==> config.mk <==
export PLATFORM = sky130hd
export DESIGN_NAME = async_tx
export DESIGN_NICKNAME = d
export VERILOG_FILES = /design/src/rtl/stx_pkg.sv /design/src/rtl/stx_cell_timer.sv /design/src/rtl/stx_hold.sv /design/src/rtl/stx_framer.sv /design/src/rtl/async_tx.sv
export SDC_FILE = /design/constraint.sdc
export NUM_CORES = 1
export LEC_CHECK = 0
export ABC_AREA = 1
export ABC_CLOCK_PERIOD_IN_PS = 2400
export BUFFER_PORTS_ARGS = -buffer_cell sky130_fd_sc_hd__buf_2
export CORE_UTILIZATION = 57
export CTS_BUF_LIST = sky130_fd_sc_hd__clkbuf_16
export CTS_CLUSTER_SIZE = 25
export DETAILED_ROUTE_END_ITERATION = 6
export PLACE_DENSITY = 0.8
export SLEW_MARGIN = 10
export SYNTH_ARGS = -nofsm -noshare
export SYNTH_HDL_FRONTEND = slang
export SYNTH_SLANG_ARGS = --single-unit
==> constraint.sdc <==
create_clock -name clk -period 2.4 [get_ports clk]
set_input_delay 0.12 -clock clk [delete_from_list [all_inputs] [get_ports clk]]
set_output_delay 0.12 -clock clk [all_outputs]
set_load 0.05 [all_outputs]
==> src/rtl/stx_pkg.sv <==
package stx_pkg;
  localparam int CHAR_W  = 8;
  localparam int DIV_MAX = 64;
  localparam int CNT_W   = $clog2(DIV_MAX);
  localparam int LIM_W   = CNT_W + 1;

  typedef enum logic [2:0] {
    ST_IDLE,
    ST_START,
    ST_DATA,
    ST_PAR,
    ST_STOP1,
    ST_STOP2,
    ST_STOPH
  } tx_state_e;

  // rate ticks per bit cell for each factor select
  function automatic logic [LIM_W-1:0] div_limit(input logic [1:0] sel);
    case (sel)
      2'd0:    div_limit = LIM_W'(1);
      2'd1:    div_limit = LIM_W'(16);
      2'd2:    div_limit = LIM_W'(32);
      default: div_limit = LIM_W'(64);
    endcase
  endfunction

  // data bits that belong to the character for a length select
  function automatic logic [CHAR_W-1:0] char_mask(input logic [1:0] len_sel);
    char_mask = {CHAR_W{1'b1}} >> (2'd3 - len_sel);
  endfunction

  function automatic int char_bits(input logic [1:0] len_sel);
    char_bits = CHAR_W - 3 + int'(len_sel);
  endfunction
endpackage

==> src/rtl/stx_cell_timer.sv <==
module stx_cell_timer
  import stx_pkg::*;
#(
  parameter int TICKS_MAX = DIV_MAX
) (
  input  logic       clk,
  input  logic       rst_n,
  input  logic       rate_tick,
  input  logic [1:0] cfg_div,
  input  logic       realign,
  output logic       cell_edge,
  output logic       half_edge
);
  localparam int TW = $clog2(TICKS_MAX) + 1;
  localparam logic [TW-1:0] ONE = TW'(1);

  logic [TW-2:0] cnt;
  logic [TW-1:0] lim;

  assign lim       = TW'(div_limit(cfg_div));
  assign cell_edge = rate_tick && ({1'b0, cnt} >= lim - ONE);
  assign half_edge = rate_tick && (lim != ONE) && ({1'b0, cnt} == (lim >> 1) - ONE);

  always_ff @(posedge clk) begin
    if (!rst_n)                     cnt <= '0;
    else if (realign || cell_edge)  cnt <= '0;
    else if (rate_tick)             cnt <= cnt + 1'b1;
  end


  edge_gap_chk: assert property (@(posedge clk) disable iff (!rst_n)
    (cell_edge && lim != ONE) |=> (!cell_edge || lim == ONE));
endmodule

==> src/rtl/stx_hold.sv <==
module stx_hold #(
  parameter int W = 8
) (
  input  logic         clk,
  input  logic         rst_n,
  input  logic         in_valid,
  input  logic [W-1:0] in_data,
  input  logic         take,
  output logic         in_ready,
  output logic         full,
  output logic [W-1:0] data
);
  logic accept;
  assign accept   = in_valid && !full;
  assign in_ready = !full;

  always_ff @(posedge clk) begin
    if (!rst_n) begin
      full <= 1'b0;
      data <= '0;
    end else if (accept) begin
      full <= 1'b1;
      data <= in_data;
    end else if (take) begin
      full <= 1'b0;
    end
  end


  take_full_chk: assert property (@(posedge clk) disable iff (!rst_n)
    take |-> full);

  hold_keep_chk: assert property (@(posedge clk) disable iff (!rst_n)
    (full && !take) |=> (full && $stable(data)));
endmodule

==> src/rtl/stx_framer.sv <==
module stx_framer
  import stx_pkg::*;
#(
  parameter int CHAR_MAX = CHAR_W
) (
  input  logic                clk,
  input  logic                rst_n,
  input  logic                cell_edge,
  input  logic                half_edge,
  input  logic [1:0]          cfg_len,
  input  logic                cfg_par_en,
  input  logic                cfg_par_odd,
  input  logic [1:0]          cfg_stop,
  input  logic [1:0]          cfg_div,
  input  logic                allow_start,
  input  logic                hold_full,
  input  logic [CHAR_MAX-1:0] hold_data,
  output logic                take,
  output logic                realign,
  output logic                line,
  output logic                idle
);
  localparam int NB_W = $clog2(CHAR_MAX);

  tx_state_e           st;
  logic [CHAR_MAX-1:0] sh;
  logic [NB_W-1:0]     nbit;
  logic                parb;
  logic [NB_W-1:0]     last_idx;
  logic                stop_single;
  logic                end_frame;
  logic                launch;

  assign last_idx    = NB_W'(char_bits(cfg_len) - 1);
  assign stop_single = (cfg_stop == 2'd0) || (cfg_stop == 2'd1 && cfg_div == 2'd0);
  assign end_frame   = (st == ST_IDLE  && cell_edge)
                    || (st == ST_STOP1 && cell_edge && stop_single)
                    || (st == ST_STOP2 && cell_edge)
                    || (st == ST_STOPH && half_edge);
  assign launch      = end_frame && allow_start && hold_full;
  assign take        = launch;
  assign realign     = (st == ST_STOPH) && half_edge;
  assign idle        = (st == ST_IDLE);

  always_ff @(posedge clk) begin
    if (!rst_n) begin
      st   <= ST_IDLE;
      line <= 1'b1;
      sh   <= '0;
      nbit <= '0;
      parb <= 1'b0;
    end else if (launch) begin
      st   <= ST_START;
      line <= 1'b0;
      sh   <= hold_data;
      nbit <= '0;
      parb <= (^(hold_data & char_mask(cfg_len))) ^ cfg_par_odd;
    end else if (end_frame) begin
      st   <= ST_IDLE;
      line <= 1'b1;
    end else if (cell_edge) begin
      case (st)
        ST_START: begin
          st   <= ST_DATA;
          line <= sh[0];
          sh   <= sh >> 1;
        end
        ST_DATA: begin
          if (nbit == last_idx) begin
            st   <= cfg_par_en ? ST_PAR : ST_STOP1;
            line <= cfg_par_en ? parb : 1'b1;
          end else begin
            line <= sh[0];
            sh   <= sh >> 1;
            nbit <= nbit + 1'b1;
          end
        end
        ST_PAR: begin
          st   <= ST_STOP1;
          line <= 1'b1;
        end
        ST_STOP1: begin
          st   <= (cfg_stop == 2'd1) ? ST_STOPH : ST_STOP2;
          line <= 1'b1;
        end
        default: ;
      endcase
    end
  end


  data_idx_chk: assert property (@(posedge clk) disable iff (!rst_n)
    (st == ST_DATA) |-> (nbit <= last_idx));

  half_stop_chk: assert property (@(posedge clk) disable iff (!rst_n)
    (st == ST_STOPH) |-> (cfg_div != 2'd0));

  par_state_chk: assert property (@(posedge clk) disable iff (!rst_n)
    (st == ST_PAR) |-> cfg_par_en);
endmodule

==> src/rtl/async_tx.sv <==
module async_tx
  import stx_pkg::*;
(
  input  logic        clk,
  input  logic        rst_n,
  input  logic        rate_tick,
  input  logic [1:0]  cfg_div,
  input  logic [1:0]  cfg_len,
  input  logic        cfg_par_en,
  input  logic        cfg_par_odd,
  input  logic [1:0]  cfg_stop,
  input  logic        tx_en,
  input  logic        auto_en,
  input  logic        brk_req,
  input  logic        rts_req,
  input  logic        cts_n,
  input  logic        in_valid,
  output logic        in_ready,
  input  logic [7:0]  in_data,
  output logic        txd,
  output logic        rts_n,
  output logic        cts_stat,
  output logic        all_sent
);
  logic              cell_edge, half_edge, realign;
  logic              take, hold_full, line, idle;
  logic [CHAR_W-1:0] hold_data;
  logic              allow_start;
  logic              brk_act;

  assign allow_start = tx_en && (!auto_en || !cts_n);

  stx_cell_timer #(.TICKS_MAX(DIV_MAX)) u_timer (
    .clk(clk), .rst_n(rst_n), .rate_tick(rate_tick), .cfg_div(cfg_div),
    .realign(realign), .cell_edge(cell_edge), .half_edge(half_edge)
  );

  stx_hold #(.W(CHAR_W)) u_hold (
    .clk(clk), .rst_n(rst_n), .in_valid(in_valid), .in_data(in_data),
    .take(take), .in_ready(in_ready), .full(hold_full), .data(hold_data)
  );

  stx_framer #(.CHAR_MAX(CHAR_W)) u_framer (
    .clk(clk), .rst_n(rst_n), .cell_edge(cell_edge), .half_edge(half_edge),
    .cfg_len(cfg_len), .cfg_par_en(cfg_par_en), .cfg_par_odd(cfg_par_odd),
    .cfg_stop(cfg_stop), .cfg_div(cfg_div), .allow_start(allow_start),
    .hold_full(hold_full), .hold_data(hold_data), .take(take),
    .realign(realign), .line(line), .idle(idle)
  );

  always_ff @(posedge clk) begin
    if (!rst_n) begin
      brk_act  <= 1'b0;
      cts_stat <= 1'b0;
    end else begin
      cts_stat <= !cts_n;
      if (cell_edge) brk_act <= brk_req;
    end
  end

  assign txd      = brk_act ? 1'b0 : line;
  assign rts_n    = !rts_req;
  assign all_sent = idle && !hold_full;


  brk_low_chk: assert property (@(posedge clk) disable iff (!rst_n)
    (cell_edge && brk_req) |=> !txd);

  idle_mark_chk: assert property (@(posedge clk) disable iff (!rst_n)
    (all_sent && !brk_act) |-> txd);

  cts_gate_chk: assert property (@(posedge clk) disable iff (!rst_n)
    $rose(in_ready) |-> $past(tx_en && (!auto_en || !cts_n)));

  cts_low_chk: assert property (@(posedge clk) disable iff (!rst_n)
    !cts_n |=> cts_stat);

  cts_high_chk: assert property (@(posedge clk) disable iff (!rst_n)
    cts_n |=> !cts_stat);

  sent_edge_chk: assert property (@(posedge clk) disable iff (!rst_n)
    $rose(all_sent) |-> $past(cell_edge || half_edge));
endmodule

# Yosys cells after proc, flatten, opt, wreduce, memory -nomap -nowiden

Index checks and enable logic that the tools add are counted.

Register bits after elaboration: 33
Word-level logic and storage cells: 107
Memories: 0
Bits in latches: 0
Input bits: 25
Memory bits (read-only): 0
Memory bits (writable): 0

$mul: 0
Multiplexer cells: 22
Div/mod/pow operators: 0
Bitwise gates (word level): 5
Magnitude comparators: 1
Add/subtract/negate cells: 7
Equal/unequal tests: 16
Shifts and indexed selects: 1
Reduce and logical (&&, ||, !) cells: 44

Operators with widths:

| kind                  | count |
|---|---|
| $mux W8               | 4 |
| $pmux W7 S3           | 1 |
| $pmux W8 S2           | 1 |
| $logic_and A1 B1 Y1   | 14 |
| $pmux W3 S4           | 1 |
| $mux W1               | 11 |
| $eq A3 B3 Y1 const B  | 3 |
| $and A8 B8 Y8         | 1 |
| $reduce_and A4 Y1     | 2 |
| $reduce_xor A8 Y1     | 1 |
| $shr A8 B2 Y8 const A | 1 |
| $eq A6 B7 Y1          | 1 |
| $ge A6 B7 Y1          | 1 |
| $ne A7 B1 Y1 const B  | 1 |
| $sub A6 B1 Y7 const B | 1 |
| $sub A7 B1 Y7 const B | 1 |
| $add A6 B1 Y6 const B | 1 |
| $eq A3 B2 Y1 const B  | 2 |
| $logic_or A1 B1 Y1    | 6 |
| $mux W3               | 2 |
| $reduce_and A3 Y1     | 2 |
| $reduce_bool A3 Y1    | 2 |
| $reduce_bool A6 Y1    | 1 |
| $reduce_or A2 Y1      | 3 |
| 24 further kinds      | 32 |

# Depth between registers and ports, before layout

Gate-level depths: netlist (run 1).

Depth in word-level cells: 14
Mapped depth: 16
Mapped depth without buffers: 15

# By module

Synthesis (run 1) repeated with hierarchy kept, for this count alone.

Cell total of the unflattened synthesis: 348
Area, all modules: 2212.1 um^2

Modules (own cells, without submodules):

| module         | instances | sequential area each (um^2) | cells an instance | area an instance (um^2) |
|---|---|---|---|---|
| stx_framer     | 1         | 320.3                       | 190               | 1152.4 |
| stx_cell_timer | 1         | 120.1                       | 85                | 573.0 |
| stx_hold       | 1         | 180.2                       | 58                | 394.1 |
| async_tx       | 1         | 40.0                        | 15                | 92.6 |

# Least setup slack after synthesis (run 1)

OpenSTA, ideal clock, no wires.

Path type: input -> register
From: in cfg_div[1]
To: reg u_framer.nbit[0]
Path slack: 715 ps
Stages: 14
Arrival time: 1564 ps
Library setup time: 120 ps
Path buffers: 1
Cell sequence: inv_1 ha_1 inv_2 ha_1 inv_1 nor2_2 nand3_1 nand3_2 nand3_2 nand2_4 nand2_4 buf_6 o211ai_1 a21oi_1

Word-level cells in the longest chain between the ends: 13
Elaborated cells between the ends (all ways): 27

Ends and longest elaborated chain:

| what                                       | RTL line             | source |
|---|---|---|
| start: declaration                         | async_tx.sv:7        | `input logic [1:0] cfg_div,` |
| $eq A2 B2 Y1, or another cell as far along | stx_pkg.sv:19        | `case (sel)` |
| $pmux W7 S3                                | stx_pkg.sv:19        |  |
| $sub A7 B1 Y7                              | stx_cell_timer.sv:21 | `assign cell_edge = rate_tick && ({1'b0, cnt} >= lim - ONE);` |
| $ge A6 B7 Y1                               | stx_cell_timer.sv:21 |  |
| $logic_and A1 B1 Y1                        | stx_cell_timer.sv:21 |  |
| $logic_and A1 B1 Y1 (2 in a row)           | stx_framer.sv:37     | `\|\| (st == ST_STOP1 && cell_edge && stop_single)` |
| $logic_or A1 B1 Y1                         | stx_framer.sv:37     |  |
| $logic_or A1 B1 Y1                         | stx_framer.sv:38     | `\|\| (st == ST_STOP2 && cell_edge)` |
| $logic_or A1 B1 Y1                         | stx_framer.sv:39     | `\|\| (st == ST_STOPH && half_edge);` |
| $logic_and A1 B1 Y1 (2 in a row)           | stx_framer.sv:40     | `assign launch = end_frame && allow_start && hold_full;` |
| $reduce_or A2 Y1 (no line)                 | n/a                  |  |
| end signal: assignment                     | stx_framer.sv:75     | `nbit <= nbit + 1'b1;` |
| end: declaration                           | stx_framer.sv:27     | `logic [NB_W-1:0] nbit;` |

Several ways; a longest one is shown, not always the timed one.
A chain may end at the register's enable or synchronous reset.

# Final worst setup path (run 1)

From: reg u_timer.cnt[4]
To: reg u_framer.sh[1]

Word-level cells in the longest chain between the ends: 11
Elaborated cells between the ends (all ways): 20

Ends and longest elaborated chain:

| what                                                 | RTL line             | source |
|---|---|---|
| start: declaration                                   | stx_cell_timer.sv:17 | `logic [TW-2:0] cnt;` |
| start signal: assignment                             | stx_cell_timer.sv:27 | `else if (rate_tick) cnt <= cnt + 1'b1;` |
| $ge A6 B7 Y1                                         | stx_cell_timer.sv:21 |  |
| $logic_and A1 B1 Y1                                  | stx_cell_timer.sv:21 |  |
| $logic_and A1 B1 Y1 (2 in a row)                     | stx_framer.sv:37     |  |
| $logic_or A1 B1 Y1                                   | stx_framer.sv:37     |  |
| $logic_or A1 B1 Y1                                   | stx_framer.sv:38     |  |
| $logic_or A1 B1 Y1                                   | stx_framer.sv:39     |  |
| $logic_and A1 B1 Y1 (2 in a row)                     | stx_framer.sv:40     |  |
| $ne A3 B3 Y1 (no line), or another cell as far along | n/a                  |  |
| $reduce_and A4 Y1 (no line)                          | n/a                  |  |
| end signal: assignment                               | stx_framer.sv:55     | `sh <= hold_data;` |
| end signal: assignment                               | stx_framer.sv:66     | `sh <= sh >> 1;` |
| end signal: assignment                               | stx_framer.sv:74     | `sh <= sh >> 1;` |
| end: declaration                                     | stx_framer.sv:26     | `logic [CHAR_MAX-1:0] sh;` |

Several ways; a longest one is shown, not always the timed one.

==> metrics.txt, run 1 <==
routed wire length 4120 um; Pleak 1.03 nW; post-place instance area 2170 um2; worst hold path class in -> reg; via count 1883; max-slew violation count 0; dominant register cell in the synthesized netlist dfxtp_1; data arrival time at the worst-slack endpoint 2.13 ns; Starting Density 59.7%; antenna violations before repair 0; Synth cell types 34; slew at the pin with the worst max-slew slack 0.476 ns; Clock Tree Buf Depth 2; Port Buffers 29; post-CTS sizing 0; first-pass GRT wire length 6510 um; FF+latch count, synth 33; Vias/cell 5.17; # rows 21; Core ar. 3360 um2; final hold vios 0; Final Setup Violations 0; CTS tree done; Post-synth ARST share 0%; Num Clock Sinks 33; RSZ-0062 raised after global routing false; ratio of cells with drive above 1 in the final layout 16.4%; synth warn 0; DR WL/cell 11.3 um; n_diodes 0; hpwl dp 3140 um; critical path class reg -> reg; Pre-antenna DRT Iters 4; clk_skew 0.00402 ns; slew margin rel. 68.3%; top post-synthesis cells by area dfxtp_1 33%, inv_1 8.0%, nand2_1 7.8%; Crit path required time 2.60 ns; max cap viols 0; Crit. End Element flip-flop; Final Cycle Share 80.4%; grt ovf 0; Max Fclk 0.518 GHz; DRC viols 0; crit path max fanout 14; clk slew on worst S/H paths 0.05 ns; setup TNS 0 ns; cts bufs inserted 5; pre-CTS setup slack 0.311 ns; register area share after synthesis 32.9%; Mapped Area 2010 um2; I/O pins 30; Design Area, Final 2300 um2; Max VDD drop 0.000387 V; Die Wd 61.4 um; setup ws final 0.469 ns; pin count of the biggest net entering global routing 20; number of global-route vias before repair 1573; # hold bufs at CTS 0; RR Startpoint u_timer.cnt[4]; outcome finished, final reports clean; post-synth top area cell dfxtp_1; CP startpoint kind flip-flop; nets 352; antenna-violating nets left 0; top cell type's share of synthesized area 32.9%; synthesized area per cell 7.00 um2; Crit. Startpoint u_timer.cnt[4]; Cells after Synth 287; pwr/cell area 572 nW/um2; reg2reg setup slack 0.47 ns; post-CTS setup buffers 0; DIE AREA 3770 um2; net count after synthesis 322; min cycle time layout 1.93 ns; clock latency on the worst-skew pair 0.27 ns; Die H 61.4 um; drt initial violations 97; P&R area growth vs syn 14.6%; number of synthesized flops with an enable pin 0; Hold Startpoint cts_n; CTS Root Buffer Type clkbuf_16; Global Route Usage Sum 23.7%; H-Tree Depth 2; GPL Wtd Cong 0.924
cell families after synthesis:
logic type                 Yosys count  share of synthesized area [%]
buffers and inverters               55                           11.5
adders and majority gates           10                           6.23
and+or+nand+nor                    116                           27.7
DFF                                 33                           32.9
muxes                                1                          0.498
xor gates and xnor gates            13                           5.67
AOI/OAI and AO/OA                   59                           15.6
path summary, 6_finish.rpt:
kind / to / cells past startpoint
worst max register to register: u_framer.sh[1] / 9
worst min-delay path: cts_stat / 2
worst min register to register: u_framer.parb / 2
worst max-delay path: u_framer.sh[1] / 9
report_power, final:
part	leakage, nW	internal, mW	switching (mW)
Combinational	0.682	0.0592	0.0969
Clock	0.0776	0.372	0.211
Sequential	0.269	0.566	0.0132
worst max-delay path: stages, from the launching register on:
cell and delay, ns:
dfxtp_1 0.35, ha_1 0.31, nand2_1 0.07, a21oi_1 0.15, nand3_1 0.12, nand3_2 0.12
nand4_2 0.28, o21ai_0 0.26, nand2_1 0.07, a21oi_1 0.12
placed cells by master, fill, tap and decap left out:
cell / netlist / routed
nand4_2: 1 / 1
nand2_4: 2 / 2
a21oi_2: 1 / 1
dfxtp_1: 33 / 33
mux2i_1: 1 / 1
nand3_2: 2 / 2
nand2_1: 42 / 42
inv_2: 5 / 5
a211oi_1: 1 / 1
clkbuf_16: 0 / 5
o211ai_1: 3 / 3
nand3_1: 30 / 30
nor3b_1: 1 / 1
o21bai_1: 1 / 1
o21ai_1: 3 / 3
nand2_2: 3 / 3
nor3_1: 4 / 4
nand4_1: 2 / 2
a31oi_1: 1 / 1
inv_1: 43 / 46
ha_1: 10 / 10
xnor2_1: 5 / 5
nor2_4: 1 / 1
xor2_1: 8 / 8
clkinv_1: 1 / 1
nor4_1: 1 / 1
buf_2: 1 / 29
and2_0: 1 / 1
a21oi_1: 27 / 27
nor3b_2: 1 / 1
nor2_1: 23 / 23
o21ai_0: 22 / 22
nor2_2: 2 / 2
routing by layer:
layer | share of wire (%) | up-vias | global-route usage (%) | wire length, um
met5 | 0 | - | 0 | 0
met3 | 3.4 | 7 | 5.46 | 140
met2 | 48 | 44 | 41.3 | 1990
li1 | - | 990 | - | -
met4 | 1.7 | 0 | 9.84 | 70
met1 | 46 | 842 | 28.1 | 1910
sequential cells by signal (all words and copies together) (netlist names):
name / flops
u_framer.sh: 8
u_hold.data: 8
u_timer.cnt: 6
u_framer.nbit: 3
u_framer.st: 3
brk_act: 1
cts_stat: 1
u_framer.line: 1
u_framer.parb: 1
u_hold.full: 1
cell usage after synthesis (all sizes together) (3+ instances only):
cell / count
a21oi: 28
buf: 4
dfxtp: 33
ha: 10
inv: 48
nand2: 47
nand3: 32
nand4: 3
nor2: 26
nor3: 4
o211ai: 3
o21ai: 25
xnor2: 5
xor2: 8
area by class of cell:
cell class | count | area (um2)
Multi-Input combinational cell | 199 | 1120
Tap cell | 46 | 57.6
Clock buffer | 5 | 125
Clock inverter | 3 | 11.3
Timing Repair Buffer | 29 | 145
Sequential cell | 33 | 661
Fill cell | 331 | 1060
Inverter | 49 | 184
through the flow:
stage | hold slack, ns | utilization (%) | power (mW) | instances
6_report | 0.0320 | 68.5 | 1.32 | 364
5_1_grt | 0.0291 | 68.5 | 1.38 | 364
4_1_cts | 0.0304 | 68.5 | 1.33 | 364
3_5_place_dp | 0.318 | 64.4 | 0.745 | 356
3_3_place_gp | 0.311 | 64.4 | 0.740 | 356
2_1_floorplan | 0.192 | - | 0.697 | 287
(Power assumes the default switching activity.)
==> run 2, diff against run 1 <==
--- a/config.mk
+++ b/config.mk
@@ -6,13 +6,13 @@
 export NUM_CORES = 1
 export LEC_CHECK = 0
 export ABC_AREA = 1
-export ABC_CLOCK_PERIOD_IN_PS = 2400
+export ABC_CLOCK_PERIOD_IN_PS = 1600
 export BUFFER_PORTS_ARGS = -buffer_cell sky130_fd_sc_hd__buf_2
-export CORE_UTILIZATION = 57
+export CORE_UTILIZATION = 51
 export CTS_BUF_LIST = sky130_fd_sc_hd__clkbuf_16
 export CTS_CLUSTER_SIZE = 25
 export DETAILED_ROUTE_END_ITERATION = 6
-export PLACE_DENSITY = 0.8
+export PLACE_DENSITY = 0.75
 export SLEW_MARGIN = 10
 export SYNTH_ARGS = -nofsm -noshare
 export SYNTH_HDL_FRONTEND = slang
==> constraint.sdc (replaced) <==
create_clock -name clk -period 1.6 [get_ports clk]
set_input_delay 0.08 -clock clk [delete_from_list [all_inputs] [get_ports clk]]
set_output_delay 0.08 -clock clk [all_outputs]
set_load 0.05 [all_outputs]
==> run 2 against run 1 <==
Net effect:
- the flow now finishes with violations (negative setup slack)
- first-iteration DRC count is 26% lower
- sequential power is 50% higher
- global-route usage is 0.82 points higher
- via count is 5.0% higher
- worst hold slack worse by 0.013 ns
- combinational power is 75% higher
- largest cell class unchanged
==> metrics.txt, run 2 (synthesis results as in run 1) <==
max-slew violation count 0; # rows 22; Regs by FF count u_framer.sh x8, u_hold.data x8, u_timer.cnt x6; Max Fclk 0.553 GHz; ratio of cells with drive above 1 in the final layout 28.9%; Pre-antenna DRT Iters 4; pin count of the biggest net entering global routing 20; antenna violations before repair 0; data arrival time at the worst-slack endpoint 1.97 ns; routed wire length 4680 um; DIE AREA 4200 um2; final hold vios 0; crit path max fanout 6; clk slew on worst S/H paths 0.05 ns; Core ar. 3720 um2; min cycle time layout 1.81 ns; RSZ-0062 raised after global routing true; WHS 0.0186 ns; Crit path required time 1.76 ns; Max VDD drop 0.000835 V; slew margin rel. 77.0%; clock latency on the worst-skew pair 0.28 ns; Starting Density 54.1%; H-Tree Depth 2; cts bufs inserted 5; number of global-route vias before repair 1866; pwr/cell area 829 nW/um2; antenna-violating nets left 0; Crit. Startpoint u_timer.cnt[5]; setup ws final -0.208 ns; most common cell after layout, fill and taps aside inv_1; GPL Wtd Cong 0.833; via count 1978; reg-to-reg endpoint u_framer.line; nets 377; post-place instance area 2390 um2; Design Area, Final 2660 um2; slew at the pin with the worst max-slew slack 0.345 ns; clk_skew 0.00766 ns; reg2reg path depth 13; Num Clock Sinks 33; Clock Tree Buf Depth 2; I/O pins 30; worst hold path class in -> reg; hpwl dp 3430 um; Port Buffers 29; Die H 64.8 um; reg2reg setup slack -0.21 ns; n_diodes 0; commonest non-fill, non-tap cells in the layout 40 x inv_1, 38 x nand2_1, 31 x dfxtp_1, 29 x nand3_1, 29 x buf_2; Global Route Usage Sum 24.5%; Final Setup Violations 22; Final Cycle Share 113%; Pleak 1.16 nW; DRC viols 0; max cap viols 0; Crit. End Element flip-flop; CP startpoint kind flip-flop; P&R area growth vs syn 32.4%; CTS Root Buffer Type clkbuf_16; worst hold path cell count 3; outcome finished with violations; RR Startpoint u_timer.cnt[5]; Die Wd 64.8 um; DR WL/cell 12.0 um; Worst Setup EP u_framer.line; violations in the final reports negative setup slack; Layout Utilization 71.6%; Vias/cell 5.06; fillers 303; drt initial violations 72; critical path class reg -> reg; CTS tree done; grt ovf 0; first-pass GRT wire length 7850 um
[run 2: critical path, stage by stage (launching register included)]
cell and delay, ns:
dfxtp_2 0.33, ha_4 0.27, nand2_4 0.05, inv_2 0.04, nand2_1 0.04, nor2_1 0.12
nand2_1 0.10, nand3_4 0.13, nand3_4 0.09, nand2_4 0.12, buf_6 0.15, nor2_2 0.04
a21oi_1 0.11, o21ai_1 0.10
[run 2: stage by stage]
step | TNS [ns] | total power [mW] | cells | setup WS, ns
after floorplan | 0 | 1.05 | 287 | 0.00742
after global placement | -3.72 | 1.14 | 381 | -0.219
after detailed placement | -5.72 | 1.15 | 381 | -0.306
after CTS | -2.15 | 2.22 | 391 | -0.157
after global routing | -5.01 | 2.29 | 391 | -0.286
final | -2.83 | 2.20 | 391 | -0.208
[run 2: area by class of cell]
class                      instances  area (um2)  share of cell area (%)
timing repair buffer              54         352                    13.2
clock buffer                       5         125                    4.70
inverter                          49         184                    6.91
clock inverter                     3        37.5                    1.41
tap                               48        60.1                    2.26
sequential                        33         663                    24.9
multi-input combinational        199        1240                    46.6
[run 2: worst min path at each step]
stage	startpoint	end	slack (ns)
floorplan	cts_n	cts_stat	0.15
global placement	cts_n	cts_stat	0.29
detailed placement	cts_n	cts_stat	0.29
CTS	in_data[5]	u_hold.data[5]	0.02
global route	in_data[5]	u_hold.data[5]	0.06
finish	in_data[5]	u_hold.data[5]	0.02
[run 2: what timing repair did]
item | CTS | global route
pin swaps | 1 | 9
hold buffers | 1 | 0
setup endpoints to repair | 19 | 24
endpoints found under the hold margin | 1 | 0
setup buffers | 0 | 0
gates resized for setup | 6 | 21
gates cloned | 1 | 0
[run 2: power breakdown]
part	internal (mW)	total, mW	switching (mW)
Clock	0.722	1.06	0.342
Sequential	0.848	0.867	0.0188
Combinational	0.112	0.273	0.162
Total	1.68	2.20	0.523
[run 2: per-layer routing]
layer / routed length [um] / vias up / global-route usage, %
met1: 1950 / 884 / 26.6
met5: 0 / - / 0
met3: 193 / 11 / 5.11
li1: - / 1040 / -
met2: 2430 / 43 / 44.9
met4: 112 / 0 / 11.1
